`config.mk`:
```
export PLATFORM = sky130hd
export DESIGN_NAME = ssc_modulator
export DESIGN_NICKNAME = d
export VERILOG_FILES = /design/src/rtl/ssc_pkg.sv /design/src/rtl/ssc_ctrl_decode.sv /design/src/rtl/ssc_profile_seq.sv /design/src/rtl/ssc_shape_scale.sv /design/src/rtl/ssc_modulator.sv
export SDC_FILE = /design/constraint.sdc
export NUM_CORES = 1
export LEC_CHECK = 0
export ABC_CLOCK_PERIOD_IN_PS = 5610
export BUFFER_PORTS_ARGS = -buffer_cell sky130_fd_sc_hd__buf_2
export CAP_MARGIN = 10
export CORE_MARGIN = 5
export CORE_UTILIZATION = 48
export CTS_CLUSTER_DIAMETER = 40
export DETAILED_ROUTE_END_ITERATION = 6
export PLACE_DENSITY = 0.79
export SYNTH_ARGS = -nofsm -noshare
export SYNTH_HDL_FRONTEND = slang
export SYNTH_HIERARCHICAL = 1
export SYNTH_SLANG_ARGS = --single-unit
```
`constraint.sdc`:
```
create_clock -name clk -period 5.61 [get_ports clk]
set_clock_uncertainty 0.05 [all_clocks]
set_input_delay 1.4025 -clock clk [delete_from_list [all_inputs] [get_ports clk]]
set_output_delay 1.4025 -clock clk [all_outputs]
set_load 0.01 [all_outputs]
```
`src/rtl/ssc_pkg.sv`:
```
package ssc_pkg;
  // Control word bit positions
  localparam int unsigned BIT_BYP = 0;
  localparam int unsigned BIT_DIS = 1;
  localparam int unsigned BIT_RST = 2;
  localparam int unsigned BIT_DN  = 3;
  localparam int unsigned DV_LSB  = 4;
  localparam int unsigned AMP_LSB = 8;
  localparam int unsigned CTRL_W  = 16;
  localparam int unsigned RDIV_W  = 6;
endpackage

```
`src/rtl/ssc_ctrl_decode.sv`:
```
module ssc_ctrl_decode
  import ssc_pkg::*;
#(
  parameter int unsigned DV_W       = 4,
  parameter int unsigned AMP_W      = 5,
  parameter int unsigned MAX_REFDIV = 6
) (
  input  logic [CTRL_W-1:0] ctrl,
  input  logic [RDIV_W-1:0] rdiv,
  output logic              run,
  output logic              dn,
  output logic [DV_W-1:0]   dv,
  output logic [AMP_W-1:0]  amp
);
  logic rdiv_ok;

  always_comb begin
    rdiv_ok = (rdiv != '0) && (rdiv <= RDIV_W'(MAX_REFDIV));
    run     = rdiv_ok && !ctrl[BIT_BYP] && !ctrl[BIT_DIS] && !ctrl[BIT_RST];
    dn      = ctrl[BIT_DN];
    dv      = ctrl[DV_LSB +: DV_W];
    amp     = ctrl[AMP_LSB +: AMP_W];
  end
endmodule

```
`src/rtl/ssc_profile_seq.sv`:
```
module ssc_profile_seq #(
  parameter int unsigned PTS_W = 7,
  parameter int unsigned DV_W  = 4,
  parameter int unsigned AMP_W = 5
) (
  input  logic             clk,
  input  logic             rst_n,
  input  logic             run,
  input  logic             ref_tick,
  input  logic [DV_W-1:0]  dv_in,
  input  logic [AMP_W-1:0] amp_in,
  input  logic             dn_in,
  output logic [PTS_W-1:0] pos,
  output logic [AMP_W-1:0] amp_sh,
  output logic             dn_sh
);
  localparam logic [PTS_W-1:0] LAST = '1;

  logic [DV_W-1:0] cnt;
  logic [DV_W-1:0] dv_sh;
  logic [DV_W-1:0] cnt_last;
  logic            adv;
  logic            wrap;

  always_comb begin
    cnt_last = (dv_sh == '0) ? '0 : dv_sh - 1'b1;
    adv      = run && ref_tick && (cnt == cnt_last);
    wrap     = adv && (pos == LAST);
  end

  always_ff @(posedge clk or negedge rst_n) begin
    if (!rst_n) begin
      cnt    <= '0;
      pos    <= '0;
      dv_sh  <= '0;
      amp_sh <= '0;
      dn_sh  <= 1'b0;
    end else if (!run) begin
      cnt    <= '0;
      pos    <= '0;
      dv_sh  <= dv_in;
      amp_sh <= amp_in;
      dn_sh  <= dn_in;
    end else if (ref_tick) begin
      if (adv) begin
        cnt <= '0;
        pos <= pos + 1'b1;
        if (wrap) begin
          dv_sh  <= dv_in;
          amp_sh <= amp_in;
          dn_sh  <= dn_in;
        end
      end else begin
        cnt <= cnt + 1'b1;
      end
    end
  end

  // idle returns the profile to its first point
  p_idle_home_r1: assert property (@(posedge clk) disable iff (!rst_n)
    !run |=> (pos == '0));
  // no tick, no movement
  p_no_tick_hold_r4: assert property (@(posedge clk) disable iff (!rst_n)
    (run && !ref_tick) |=> $stable(pos));
  // partial count holds the point
  p_count_hold_r3: assert property (@(posedge clk) disable iff (!rst_n)
    (run && ref_tick && !adv) |=> $stable(pos));
  // a step moves exactly one point, wrapping at the end
  p_step_one_r5: assert property (@(posedge clk) disable iff (!rst_n)
    adv |=> (pos == PTS_W'($past(pos) + 1'b1)));
  // settings latched only at the wrap
  p_shadow_hold_r9: assert property (@(posedge clk) disable iff (!rst_n)
    (run && !wrap) |=> ($stable(amp_sh) && $stable(dn_sh) && $stable(dv_sh)));
endmodule

```
`src/rtl/ssc_shape_scale.sv`:
```
module ssc_shape_scale #(
  parameter int unsigned PTS_W = 7,
  parameter int unsigned AMP_W = 5,
  parameter int unsigned OFS_W = AMP_W + PTS_W + 2
) (
  input  logic                    run,
  input  logic [PTS_W-1:0]        pos,
  input  logic [AMP_W-1:0]        amp,
  input  logic                    dn,
  output logic signed [OFS_W-1:0] offset
);
  localparam int unsigned SH_W = PTS_W + 1;
  localparam logic signed [SH_W-1:0] MID = SH_W'((2 ** (PTS_W - 1)) - 1);

  logic [PTS_W-2:0]               w;
  logic signed [SH_W-1:0]         twice_w;
  logic signed [SH_W-1:0]         shape;
  logic signed [AMP_W+SH_W:0]     prod;

  always_comb begin
    w       = pos[PTS_W-1] ? ~pos[PTS_W-2:0] : pos[PTS_W-2:0];
    twice_w = $signed({1'b0, w, 1'b0});
    shape   = dn ? -twice_w : (twice_w - MID);
    prod    = $signed({1'b0, amp}) * shape;
    offset  = run ? OFS_W'(prod) : '0;
  end
endmodule

```
`src/rtl/ssc_modulator.sv`:
```
module ssc_modulator
  import ssc_pkg::*;
#(
  parameter int unsigned PTS_W      = 7,
  parameter int unsigned DV_W       = 4,
  parameter int unsigned AMP_W      = 5,
  parameter int unsigned MAX_REFDIV = 6,
  parameter int unsigned OFS_W      = AMP_W + PTS_W + 2
) (
  input  logic                    clk,
  input  logic                    rst_n,
  input  logic                    ref_tick,
  input  logic [CTRL_W-1:0]       mod_ctrl,
  input  logic [RDIV_W-1:0]       ref_div,
  output logic signed [OFS_W-1:0] fb_offset
);
  localparam int PEAK = (2 ** AMP_W - 1) * (2 ** PTS_W - 2);

  logic             run;
  logic             dn_live;
  logic [DV_W-1:0]  dv_live;
  logic [AMP_W-1:0] amp_live;
  logic [PTS_W-1:0] pos;
  logic [AMP_W-1:0] amp_sh;
  logic             dn_sh;

  ssc_ctrl_decode #(.DV_W(DV_W), .AMP_W(AMP_W), .MAX_REFDIV(MAX_REFDIV)) u_dec (
    .ctrl(mod_ctrl), .rdiv(ref_div), .run(run),
    .dn(dn_live), .dv(dv_live), .amp(amp_live)
  );

  ssc_profile_seq #(.PTS_W(PTS_W), .DV_W(DV_W), .AMP_W(AMP_W)) u_seq (
    .clk(clk), .rst_n(rst_n), .run(run), .ref_tick(ref_tick),
    .dv_in(dv_live), .amp_in(amp_live), .dn_in(dn_live),
    .pos(pos), .amp_sh(amp_sh), .dn_sh(dn_sh)
  );

  ssc_shape_scale #(.PTS_W(PTS_W), .AMP_W(AMP_W), .OFS_W(OFS_W)) u_shape (
    .run(run), .pos(pos), .amp(amp_sh), .dn(dn_sh), .offset(fb_offset)
  );

  // down spread never goes above zero
  p_down_nonpos_r7: assert property (@(posedge clk) disable iff (!rst_n)
    dn_sh |-> (fb_offset <= 0));
  // offset magnitude bounded by the full-scale span
  p_bound_r6: assert property (@(posedge clk) disable iff (!rst_n)
    (fb_offset <= PEAK) && (fb_offset >= -PEAK));
  // a held control bit forces a zero offset
  p_zero_ctrl_r1: assert property (@(posedge clk) disable iff (!rst_n)
    (mod_ctrl[BIT_BYP] || mod_ctrl[BIT_DIS] || mod_ctrl[BIT_RST]) |-> (fb_offset == 0));
endmodule

```
==> out/qor.yml, run 1 <==
setup_path:
  cp_slowest_cell: "fa_1"
  cpPeakStageDelay_ns: 0.54
  cp_top_family: "adder cells"
  worstSetupStartpointType: "flip-flop"
  crit_arrival_ns: 4.49
  crit_path_end_kind: "output port"
  crit_type: "flip-flop to output port"
  path_cells: "buf_6, and3_4, o21ai_4, nand2_4, xnor2_4, and2_4, fa_1, inv_1, fa_1, fa_1, inv_2, ha_4, buf_4, buf_6, buf_6, nor2b_1, nor2_1, xor2_1, nor2_1, buf_2"
  crit_fanout: 8
  required_ns: 4.16
  path_buf_inv: 7
power:
  p_int_w: 0.000314
  peakVddDrop_v: 0.000142
  p_per_area_nw_per_um2: 126
  comb_power_share_pct: 45.8
  seqPwrFrac_pct: 33.9
  p_leak_nw: 1.82
  netSwitchingFraction_pct: 35.0
  p_sw_w: 0.000169
  pwr-share-clk_pct: 20.3
sta:
  max_slew_margin_pct: 42.7
  min_period_ns: 5.94
  setup_slack_ns: -0.332
  drv_slew: 0
  rsz0062_at_grt: "true"
  setup_viol: 9
  worst_pin_slew_ns: 0.853
  fin_crit_sh_pct: 106
  fmax_mhz: 168
  hold_viol: 0
  fin_setup_tns_ns: -2.09
floorplan:
  row_count: 29
  io_pins: 39
  start_util_pct: 48.9
  dieArea_sq_um: 8100
  die_w_um: 90.0
  die_h_um: 90.0
  core_sq_um: 6280
clock_network:
  cts_buffers: 3
  clkLatencyLatePin_ns: 0.26
  htree_num_levels: 1
  cts_sinks: 21
  clkTransAtPathRegs_ns: 0.08
  clk_path_buf_depth: 2
  cts_tree: "done"
  clockRootBuffer: "clkbuf_8"
synth:
  ys_types: 45
  ys_ff_latch: 21
  synthCells: 351
  syn_area_sq_um: 3070
  seq_area_frac_synth_pct: 17.1
  avgSynthCellArea_sq_um: 8.75
  yosys_warnings: 6
  synth_nets: 429
grt:
  overflow: 0
  antenna_found_initial: 0
  grt_first_pass_wirelength_um: 11800
  grt_max_degree: 28
  grt_pass1_vias: 2701
  grtUsageTotal_pct: 16.6
place:
  dp_slack_ns: -0.275
  placed_area_sq_um: 3470
  dp_hpwl_um: 5070
  place_congestion: 0.808
  place_inst: 474
  numPortBuffers: 35
final_layout:
  final_layout_size_suffix_gt1_share_pct: 31.0
  antenna_cells: 0
  nFillCells: 534
  area_delta_synth_final_pct: 24.5
  design_area_sq_um: 3820
  final_util_pct: 60.9
  instances_no_fill: 487
  nNetsFinal: 489
routing:
  post_drt_wl_per_cell_um: 13.6
  ant_nets: 0
  wirelength_um: 6610
  dr_total_vias: 2578
  drc: 0
  dr.pass1.iters: 4
  via_per_inst: 5.29
  drtIter0Drc: 51
worst_hold_path:
  hold_path_class: "flip-flop to flip-flop"
outcome:
  failed_checks: "setup timing"
  outcome: "finished, violations left"
run:
  drv_cap: 0
## synth_stat cells (all sizes together)
master,count,area (sq um)
nand3,10,50.1
clkbuf,2,7.51
o21ai,14,73.8
nor2,16,60.1
a21oi,11,55.1
and3,6,37.5
mux2i,8,80.1
a211o,1,8.76
a31oi,4,31.3
mux2,10,113
and3b,1,8.76
and4b,1,10.0
a22oi,1,7.51
nand3b,1,7.51
dfrtp,21,526
a211oi,2,20.0
o41ai,1,27.5
inv,44,165
nor4b,1,8.76
or4b,1,10.0
ha,28,350
nand4,1,6.26
o211ai,1,7.51
o21bai,2,22.5
nor4,5,31.3
and2,39,244
xnor2,12,105
a21o,2,15.0
nor3,7,35.0
o2111a,1,11.3
o211a,1,10.0
nor3b,3,22.5
nand2,28,105
nor2b,9,56.3
o31ai,1,7.51
fa,25,500
buf,12,91.3
nand2b,6,37.5
xor2,12,105
## cells in the final DEF (no fill, tap or decap), drive strengths merged, types with 2 or more instances in the layout
master  synthesis  final
buf            12     69
inv            44     44
and2           39     39
nand2          28     28
ha             28     28
fa             25     25
dfrtp          21     21
nor2           16     16
o21ai          14     14
xor2           12     12
xnor2          12     12
a21oi          11     11
mux2           10     10
nand3          10     10
nor2b           9      9
mux2i           8      8
nor3            7      7
nand2b          6      6
and3            6      6
nor4            5      5
clkbuf          2      4
a31oi           4      4
nor3b           3      3
o21bai          2      2
a21o            2      2
a211oi          2      2
## per-stage QoR
step | hold slack [ns] | total power, W
floorplan | 0.466 | 0.000308
global placement | 0.514 | 0.000355
detailed placement | 0.523 | 0.000362
CTS | 0.533 | 0.000481
global route | 0.553 | 0.000527
finish | 0.533 | 0.000483
## cell families (layout without fill, tap and decap cells)
group | count (synthesis) | count (layout) | synth area share [%]
AOI/OAI and AO/OA | 42 | 42 | 9.69
xor gates and xnor gates | 24 | 24 | 6.84
adders and majority gates | 53 | 53 | 27.7
buffers and inverters | 58 | 117 | 8.59
DFF | 21 | 21 | 17.1
muxes | 18 | 18 | 6.27
and+or+nand+nor | 135 | 135 | 23.8
## path summary, 6_finish.rpt
check	start	cells after the start	slack, ns	to
worst max-delay path	u_seq/pos[6]	20	-0.33	fb_offset[6]
worst min-delay path	u_seq/cnt[0]	1	0.53	u_seq/cnt[0]
worst max register to register	u_seq/dv_sh[1]	5	2.99	u_seq/amp_sh[3]
worst min register to register	u_seq/cnt[0]	1	0.53	u_seq/cnt[0]
max in group asynchronous	rst_n	1	4.13	u_seq/pos[6]
min in group asynchronous	rst_n	1	1.04	u_seq/dv_sh[3]
## cell type report
| cell class | count | area [sq um] | share of cell area [%] |
|---|---|---|---|
| Clock buffer | 4 | 45.0 | 1.18 |
| Inverter | 44 | 165 | 4.32 |
| Multi-Input combinational cell | 272 | 2550 | 66.7 |
| Sequential cell | 21 | 527 | 13.8 |
| Tap cell | 77 | 96.3 | 2.52 |
| Timing Repair Buffer | 69 | 442 | 11.6 |
## layer usage
metal	routed length, um	GRT usage, %	share of wire, %	vias up
met2	3540	32.0	54	52
met5	0	0	0	-
met3	297	2.34	4.5	4
li1	-	-	-	1271
met1	2740	19.4	41	1251
met4	36	3.47	0.54	0
## power groups by stage
stage	registers, W	clock network [W]	logic (W)
final	0.000164	0.0000978	0.000221
after CTS	0.000164	0.000101	0.000217
after global routing	0.000165	0.000112	0.000250
after detailed placement	0.000166	0	0.000195
after global placement	0.000166	0	0.000189
after floorplan	0.000163	0	0.000144
## worst reg2reg max path: cells and delay by family (launching register included)
family / cells / cell delay (ns)
compound gates: 3 / 1.03
mux: 1 / 0.41
simple gates: 1 / 0.56
flops: 1 / 0.46
## timing repair
| action | in CTS | in global routing |
|---|---|---|
| hold buffers | 0 | 0 |
| pin swaps | 39 | 16 |
| setup endpoints to repair | 9 | 9 |
| setup buffers | 8 | 1 |
| resized for setup | 41 | 6 |
## sequential cells by signal, indices dropped and copies added (netlist names)
| register | count |
|---|---|
| u_seq/dv_sh | 4 |
| u_seq/cnt | 4 |
| u_seq/amp_sh | 5 |
| u_seq/pos | 7 |
| u_seq/dn_sh | 1 |
No activity file was read; power rests on OpenSTA's default activity.
==> inputs of run 2 (changes only) <==
--- a/config.mk
+++ b/config.mk
@@ -6,13 +6,14 @@
 export NUM_CORES = 1
 export LEC_CHECK = 0
 export ABC_CLOCK_PERIOD_IN_PS = 5610
-export BUFFER_PORTS_ARGS = -buffer_cell sky130_fd_sc_hd__buf_2
 export CAP_MARGIN = 10
 export CORE_MARGIN = 5
 export CORE_UTILIZATION = 48
 export CTS_CLUSTER_DIAMETER = 40
 export DETAILED_ROUTE_END_ITERATION = 6
-export PLACE_DENSITY = 0.79
+export DONT_BUFFER_PORTS = 1
+export PLACE_DENSITY = 0.73
+export RECOVER_POWER = 50
 export SYNTH_ARGS = -nofsm -noshare
 export SYNTH_HDL_FRONTEND = slang
 export SYNTH_HIERARCHICAL = 1
==> run 2 against run 1 <==
Net effect:
- power up 0.98%
- largest cell class unchanged
- design area fell by 4.7%
- largest power group unchanged
- global-route usage decreased by 1.7 points
- sequential share of layout area grew 0.68 points
- wire length is 9.9% lower
- non-clock buffer count shrank 36
- the run still ends with setup timing left
==> out/qor.yml, run 2 (synthesis gave the netlist of run 1 again) <==
clock_network:
  htree_num_levels: 1  # unchanged
  cts_tree: "done"  # unchanged
  clockRootBuffer: "clkbuf_8"  # unchanged
  clkTransAtPathRegs_ns: 0.07  # was 0.08 ns
  cts_buffers: 3  # unchanged
  clkLatencyLatePin_ns: 0.26  # about the same
  clk_path_buf_depth: 2  # unchanged
  cts_sinks: 21  # unchanged
power:
  pwr-share-clk_pct: 20.1  # was 20.3%
  comb_power_share_pct: 46.2  # was 45.8%
  p_per_area_nw_per_um2: 134  # was 126 nW/um^2
  p_total_w: 0.000487  # was 0.000483 W
  seqPwrFrac_pct: 33.7  # was 33.9%
  peakVddDrop_v: 0.000166  # was 0.000142 V
  p_sw_w: 0.000172  # was 0.000169 W
  netSwitchingFraction_pct: 35.3  # was 35.0%
  p_leak_nw: 1.65  # was 1.82 nW
  p_int_w: 0.000316  # was 0.000314 W
place:
  numPortBuffers: 0  # was 35
  dp_hpwl_um: 4630  # was 5070 um
  place_congestion: 0.780  # was 0.808
  place_inst: 438  # was 474
setup_path:
  path_buf_inv: 3  # was 7
  worstSetupStartpointType: "flip-flop"  # unchanged
  r2r_slack_ns: 2.97  # was 2.99 ns
  crit_arrival_ns: 4.29  # was 4.49 ns
  crit_fanout: 5  # was 8
  rr_startpoint: "u_seq/dv_sh[0]"  # was u_seq/dv_sh[1]
  path_cells: "xor2_2, inv_2, ha_4, o21ai_2, nand2_1, xnor2_2, and2_4, fa_1, fa_1, inv_1, fa_1, inv_2, ha_4, nand3_2, o211ai_1, and3_1, nor3_2, nor3b_4"  # was buf_6, and3_4, o21ai_4, nand2_4, xnor2_4, and2_4, fa_1, inv_1, fa_1, fa_1, inv_2, ha_4, buf_4, buf_6, buf_6, nor2b_1, nor2_1, xor2_1, nor2_1, buf_2
  cpPeakStageDelay_ns: 0.51  # was 0.54 ns
  cp_slowest_cell: "fa_1"  # unchanged
  crit_path_end_kind: "output port"  # unchanged
  r2r_end: "u_seq/amp_sh[0]"  # was u_seq/amp_sh[3]
  crit_type: "flip-flop to output port"  # unchanged
  cp_top_family: "adder cells"  # unchanged
  cp_common_cell: "fa_1"
  ff2ff_path_depth: 5  # unchanged
  required_ns: 4.16  # about the same
sta:
  drv_slew: 0  # unchanged
  min_period_ns: 5.74  # was 5.94 ns
  holdWs_ns: 0.532  # was 0.533 ns
  setup_viol: 5  # was 9
  fin_crit_sh_pct: 102  # was 106%
  worst_pin_slew_ns: 1.16  # was 0.853 ns
  rsz0062_at_grt: "true"  # unchanged
  setup_slack_ns: -0.131  # was -0.332 ns
  hold_viol: 0  # unchanged
  max_slew_margin_pct: 22.9  # was 42.7%
  fmax_mhz: 174  # was 168 MHz
floorplan:
  dieArea_sq_um: 8100  # unchanged
  core_sq_um: 6280  # unchanged
  die_h_um: 90.0  # unchanged
  row_count: 29  # unchanged
  io_pins: 39  # unchanged
  start_util_pct: 48.9  # unchanged
  die_w_um: 90.0  # unchanged
grt:
  overflow: 0  # unchanged
  grt_first_pass_wirelength_um: 10600  # was 11,800 um
  antenna_found_initial: 0  # unchanged
  grtUsageTotal_pct: 14.9  # was 16.6%
  grt_pass1_vias: 2461  # was 2,701
  grt_max_degree: 28  # unchanged
routing:
  dr_total_vias: 2407  # was 2,578
  post_drt_wl_per_cell_um: 13.2  # was 13.6 um
  drc: 0  # unchanged
  via_per_inst: 5.34  # was 5.29
  dr.pass1.iters: 4  # unchanged
  ant_nets: 0  # unchanged
  wirelength_um: 5960  # was 6610 um
  drtIter0Drc: 73  # was 51
final_layout:
  reg_top3: "u_seq/pos: 7 flops, u_seq/amp_sh: 5 flops"  # unchanged
  nFillCells: 527  # was 534
  nNetsFinal: 453  # was 489
  layout_common_cells: "inv_1 (37), and2_1 (37), buf_4 (29)"  # was inv_1 (41), buf_2 (35), and2_1 (35)
  antenna_cells: 0  # unchanged
  regArea_sq_um: 527  # unchanged
  top_register: "u_seq/pos"  # unchanged
  multi_input_area_sq_um: 2540  # was 2550 sq um
  largest_register_ffs: 7  # unchanged
  final_layout_size_suffix_gt1_share_pct: 27.5  # was 31.0%
  instances_no_fill: 451  # was 487
  area_delta_synth_final_pct: 18.6  # was 24.5%
worst_hold_path:
  hold_path_depth: 1  # unchanged
  hold_path_class: "flip-flop to flip-flop"  # unchanged
  min_to: "u_seq/cnt[0]"  # unchanged
  hp-start: "u_seq/cnt[0]"  # unchanged
outcome:
  outcome: "finished, violations left"  # unchanged
  failed_checks: "setup timing"  # unchanged
run:
  drv_cap: 0  # unchanged
==> run 2: power groups by stage <==
stage          Combinational (W)  Sequential (W)  Clock (W)
6_report                0.000225        0.000164  0.0000982
5_1_grt                 0.000251        0.000165   0.000110
4_1_cts                 0.000221        0.000164   0.000102
3_5_place_dp            0.000184        0.000167          0
3_3_place_gp            0.000178        0.000167          0
2_1_floorplan           0.000144        0.000163          0
==> run 2: worst max path at each step <==
stage / from / end / depth (start not counted)
after global routing: u_seq/pos[6] / fb_offset[12] / 18
after global placement: u_seq/pos[6] / fb_offset[12] / 17
after CTS: u_seq/pos[6] / fb_offset[12] / 18
after detailed placement: u_seq/pos[6] / fb_offset[12] / 17
final: u_seq/pos[6] / fb_offset[12] / 18
after floorplan: u_seq/pos[6] / fb_offset[12] / 19
==> run 2: final cells by class <==
| class | count | area share [%] |
|---|---|---|
| flip-flops and latches | 21 | 14.5 |
| clock buffers | 3 | 1.13 |
| inverters | 44 | 4.53 |
| clock inverters | 1 | 0.137 |
| multi-input cells | 272 | 69.7 |
| repair buffers | 33 | 7.35 |
| well taps | 77 | 2.64 |
==> run 2: through the flow <==
stage / setup WS, ns / TNS (ns) / cell area [sq um] / util [%]
3_5_place_dp: -0.0696 / -0.199 / 3290 / 52.4
5_1_grt: -0.367 / -2.31 / 3640 / 58.0
2_1_floorplan: 0.00983 / 0 / 3110 / -
3_3_place_gp: -0.0696 / -0.145 / 3290 / 52.4
4_1_cts: -0.139 / -0.412 / 3580 / 57.0
6_report: -0.131 / -0.462 / 3640 / 58.0
==> run 2: routing by layer <==
metal  track usage (%)  part of all wire, %
met5                 0                    0
met2              25.5                   48
met1              20.1                   47
met4              2.36                 0.49
met3              2.75                  4.7
==> run 2: what timing repair did <==
| item | 4_1_cts | 5_1_grt |
|---|---|---|
| hold buffers | 0 | 0 |
| gates resized for setup | 43 | 14 |
| setup endpoints to repair | 8 | 8 |
| pin swaps | 46 | 11 |
| gates cloned | 0 | 0 |
| buffers inserted | 7 | 2 |
==> inputs of run 3 (changes only) <==
--- a/config.mk
+++ b/config.mk
@@ -14,6 +14,7 @@
 export DONT_BUFFER_PORTS = 1
 export PLACE_DENSITY = 0.73
 export RECOVER_POWER = 50
+export SETUP_SLACK_MARGIN = 0.1
 export SYNTH_ARGS = -nofsm -noshare
 export SYNTH_HDL_FRONTEND = slang
 export SYNTH_HIERARCHICAL = 1
==> run 3 against run 2 <==
Net effect:
- the flow still finishes with violations (setup timing)
- register-to-register slack got worse by 0.04 ns
- power increased by 1.1%
- design area decreased by 0.31%
- sequential share of layout area about the same
- via count fell by 0.83%
- combinational power is essentially flat
- first-iteration DRC count increased by 30%
- die area unchanged
==> out/qor.yml, run 3 (synthesis gave the netlist of run 1 again) <==
outcome:
  outcome: "finished, violations left"  # unchanged
  failed_checks: "setup timing"  # unchanged
worst_hold_path:
  min_to: "u_seq/cnt[0]"  # unchanged
  hp-start: "u_seq/cnt[0]"  # unchanged
  hold_path_class: "flip-flop to flip-flop"  # unchanged
  hold_path_depth: 1  # unchanged
sta:
  holdWs_ns: 0.544  # was 0.532 ns
  max_slew_margin_pct: 21.7  # was 22.9%
  setup_slack_ns: -0.210  # was -0.131 ns
  rsz0062_at_grt: "true"  # unchanged
  fin_crit_sh_pct: 104  # was 102%
  drv_slew: 0  # unchanged
  min_period_ns: 5.82  # was 5.74 ns
  setup_viol: 5  # unchanged
  hold_viol: 0  # unchanged
  fmax_mhz: 172  # was 174 MHz
  worst_pin_slew_ns: 1.18  # was 1.16 ns
grt:
  grt_first_pass_wirelength_um: 11200  # was 10,600 um
  grt_pass1_vias: 2492  # was 2,461
  grtUsageTotal_pct: 16.0  # was 14.9%
  antenna_found_initial: 0  # unchanged
  grt_max_degree: 28  # unchanged
  overflow: 0  # unchanged
routing:
  via_per_inst: 5.33  # was 5.34
  wirelength_met1_um: 2900  # was 2790 um
  met2WireLength_um: 2930  # was 2850 um
  dr_total_vias: 2387  # was 2,407
  drc: 0  # unchanged
  post_drt_wl_per_cell_um: 13.6  # was 13.2 um
  routed.top_layer: "met4"  # unchanged
  dr.pass1.iters: 4  # unchanged
  wirelength_um: 6110  # was 5960 um
  met3_length_um: 256  # was 277 um
  drtIter0Drc: 95  # was 73
  ant_nets: 0  # unchanged
floorplan:
  dieArea_sq_um: 8100  # unchanged
  die_h_um: 90.0  # unchanged
  core_sq_um: 6280  # unchanged
  io_pins: 39  # unchanged
  start_util_pct: 48.9  # unchanged
  row_count: 29  # unchanged
  die_w_um: 90.0  # unchanged
clock_network:
  cts_buffers: 3  # unchanged
  cts_tree: "done"  # unchanged
  cts-hold-fix-buffers: 0  # unchanged
  clkTransAtPathRegs_ns: 0.09  # was 0.07 ns
  clkLatencyLatePin_ns: 0.27  # was 0.26 ns
  clockRootBuffer: "clkbuf_8"  # unchanged
  htree_num_levels: 1  # unchanged
  cts_sinks: 21  # unchanged
  clk_path_buf_depth: 2  # unchanged
final_layout:
  layout_common_cells: "inv_1 (39), and2_1 (34), nand2_1 (27)"  # was inv_1 (37), and2_1 (37), buf_4 (29)
  layout_commonest_cell: "inv_1"
  nNetsFinal: 450  # was 453
  instances_no_fill: 448  # was 451
  area_delta_synth_final_pct: 18.2  # was 18.6%
  antenna_cells: 0  # unchanged
  final_layout_size_suffix_gt1_share_pct: 27.5  # about the same
  largest_register_ffs: 7  # unchanged
  reg_top3: "u_seq/pos: 7 flops, u_seq/amp_sh: 5 flops"  # unchanged
  top_register: "u_seq/pos"  # unchanged
place:
  place_congestion: 0.795  # was 0.780
  place_inst: 429  # was 438
  numPortBuffers: 0  # unchanged
  dp_hpwl_um: 4600  # was 4630 um
setup_path:
  crit_fanout: 5  # unchanged
  crit_arrival_ns: 4.37  # was 4.29 ns
  ff2ff_path_depth: 5  # unchanged
  cp_slowest_cell: "fa_1"  # unchanged
  crit_type: "flip-flop to output port"  # unchanged
  required_ns: 4.16  # about the same
  worstSetupStartpointType: "flip-flop"  # unchanged
  crit_path_end_kind: "output port"  # unchanged
  cpPeakStageDelay_ns: 0.50  # was 0.51 ns
  path_buf_inv: 3  # unchanged
  cp_common_cell: "fa_1"  # unchanged
  rr_startpoint: "u_seq/dv_sh[1]"  # was u_seq/dv_sh[0]
  path_cells: "xor2_2, inv_2, ha_4, o21ai_2, nand2_1, xnor2_2, and2_4, fa_1, fa_1, inv_1, fa_1, inv_2, ha_4, nand3_2, o211ai_1, and3_1, nor3_1, nor3b_2"  # was xor2_2, inv_2, ha_4, o21ai_2, nand2_1, xnor2_2, and2_4, fa_1, fa_1, inv_1, fa_1, inv_2, ha_4, nand3_2, o211ai_1, and3_1, nor3_2, nor3b_4
  cp_top_family: "adder cells"  # unchanged
  cp.depth: 18  # unchanged
  r2r_slack_ns: 2.93  # was 2.97 ns
  r2r_end: "u_seq/dn_sh"  # was u_seq/amp_sh[0]
power:
  peakVddDrop_v: 0.000166  # about the same
  p_leak_nw: 1.63  # was 1.65 nW
  p_per_area_nw_per_um2: 136  # was 134 nW/um^2
run:
  drv_cap: 0  # unchanged
==> run 3: how the worst max path moves through the flow <==
stage	from	end	slack (ns)
floorplan	u_seq/pos[6]	fb_offset[10]	0.12
global placement	u_seq/pos[6]	fb_offset[13]	0.03
detailed placement	u_seq/pos[6]	fb_offset[12]	-0.03
CTS	u_seq/pos[6]	fb_offset[12]	-0.16
global route	u_seq/pos[6]	fb_offset[12]	-0.40
finish	u_seq/pos[6]	fb_offset[12]	-0.21
==> run 3: timing repair <==
| action | 4_1_cts | 5_1_grt |
|---|---|---|
| endpoints found under the setup margin | 8 | 8 |
| pin swaps | 50 | 3 |
| buffers inserted | 15 | 0 |
| gates resized for setup | 42 | 6 |
==> run 3: cell type report <==
type                       instances  area, sq um
sequential                        21          527
tap                               77         96.3
clock buffer                       3         41.3
clock inverter                     1         7.51
timing repair buffer              30          245
multi-input combinational        272         2550
fill                             556         2650
inverter                          44          165
==> run 3: through the flow <==
step | setup WS [ns] | area (sq um) | TNS [ns] | utilization [%] | total power [W]
CTS | -0.160 | 3610 | -0.469 | 57.6 | 0.000491
finish | -0.210 | 3630 | -0.617 | 57.9 | 0.000493
floorplan | 0.120 | 3170 | 0 | - | 0.000315
detailed placement | -0.0291 | 3280 | -0.0291 | 52.3 | 0.000348
global placement | 0.0286 | 3280 | 0 | 52.3 | 0.000342
global route | -0.401 | 3630 | -2.09 | 57.9 | 0.000532
==> run 3: power breakdown <==
| part | internal (W) | total (W) | leakage, nW | switching [W] |
|---|---|---|---|---|
| logic | 0.000113 | 0.000224 | 1.34 | 0.000112 |
| registers | 0.000155 | 0.000164 | 0.269 | 0.00000897 |
| clock network | 0.0000502 | 0.000104 | 0.0217 | 0.0000540 |
==> run 3: routing by layer <==
layer,global-route usage (%),vias up
met3,3.17,2
met1,21.3,1154
li1,-,1190
met5,0,-
met4,2.23,0
met2,27.4,41
==> run 3: worst reg2reg max path, cell delays in order, from the launching register on <==
cell,delay (ns)
dfrtp_1,0.47
or4b_1,0.55
a21oi_1,0.15
a31oi_1,0.15
o41ai_4,0.78
mux2_2,0.42
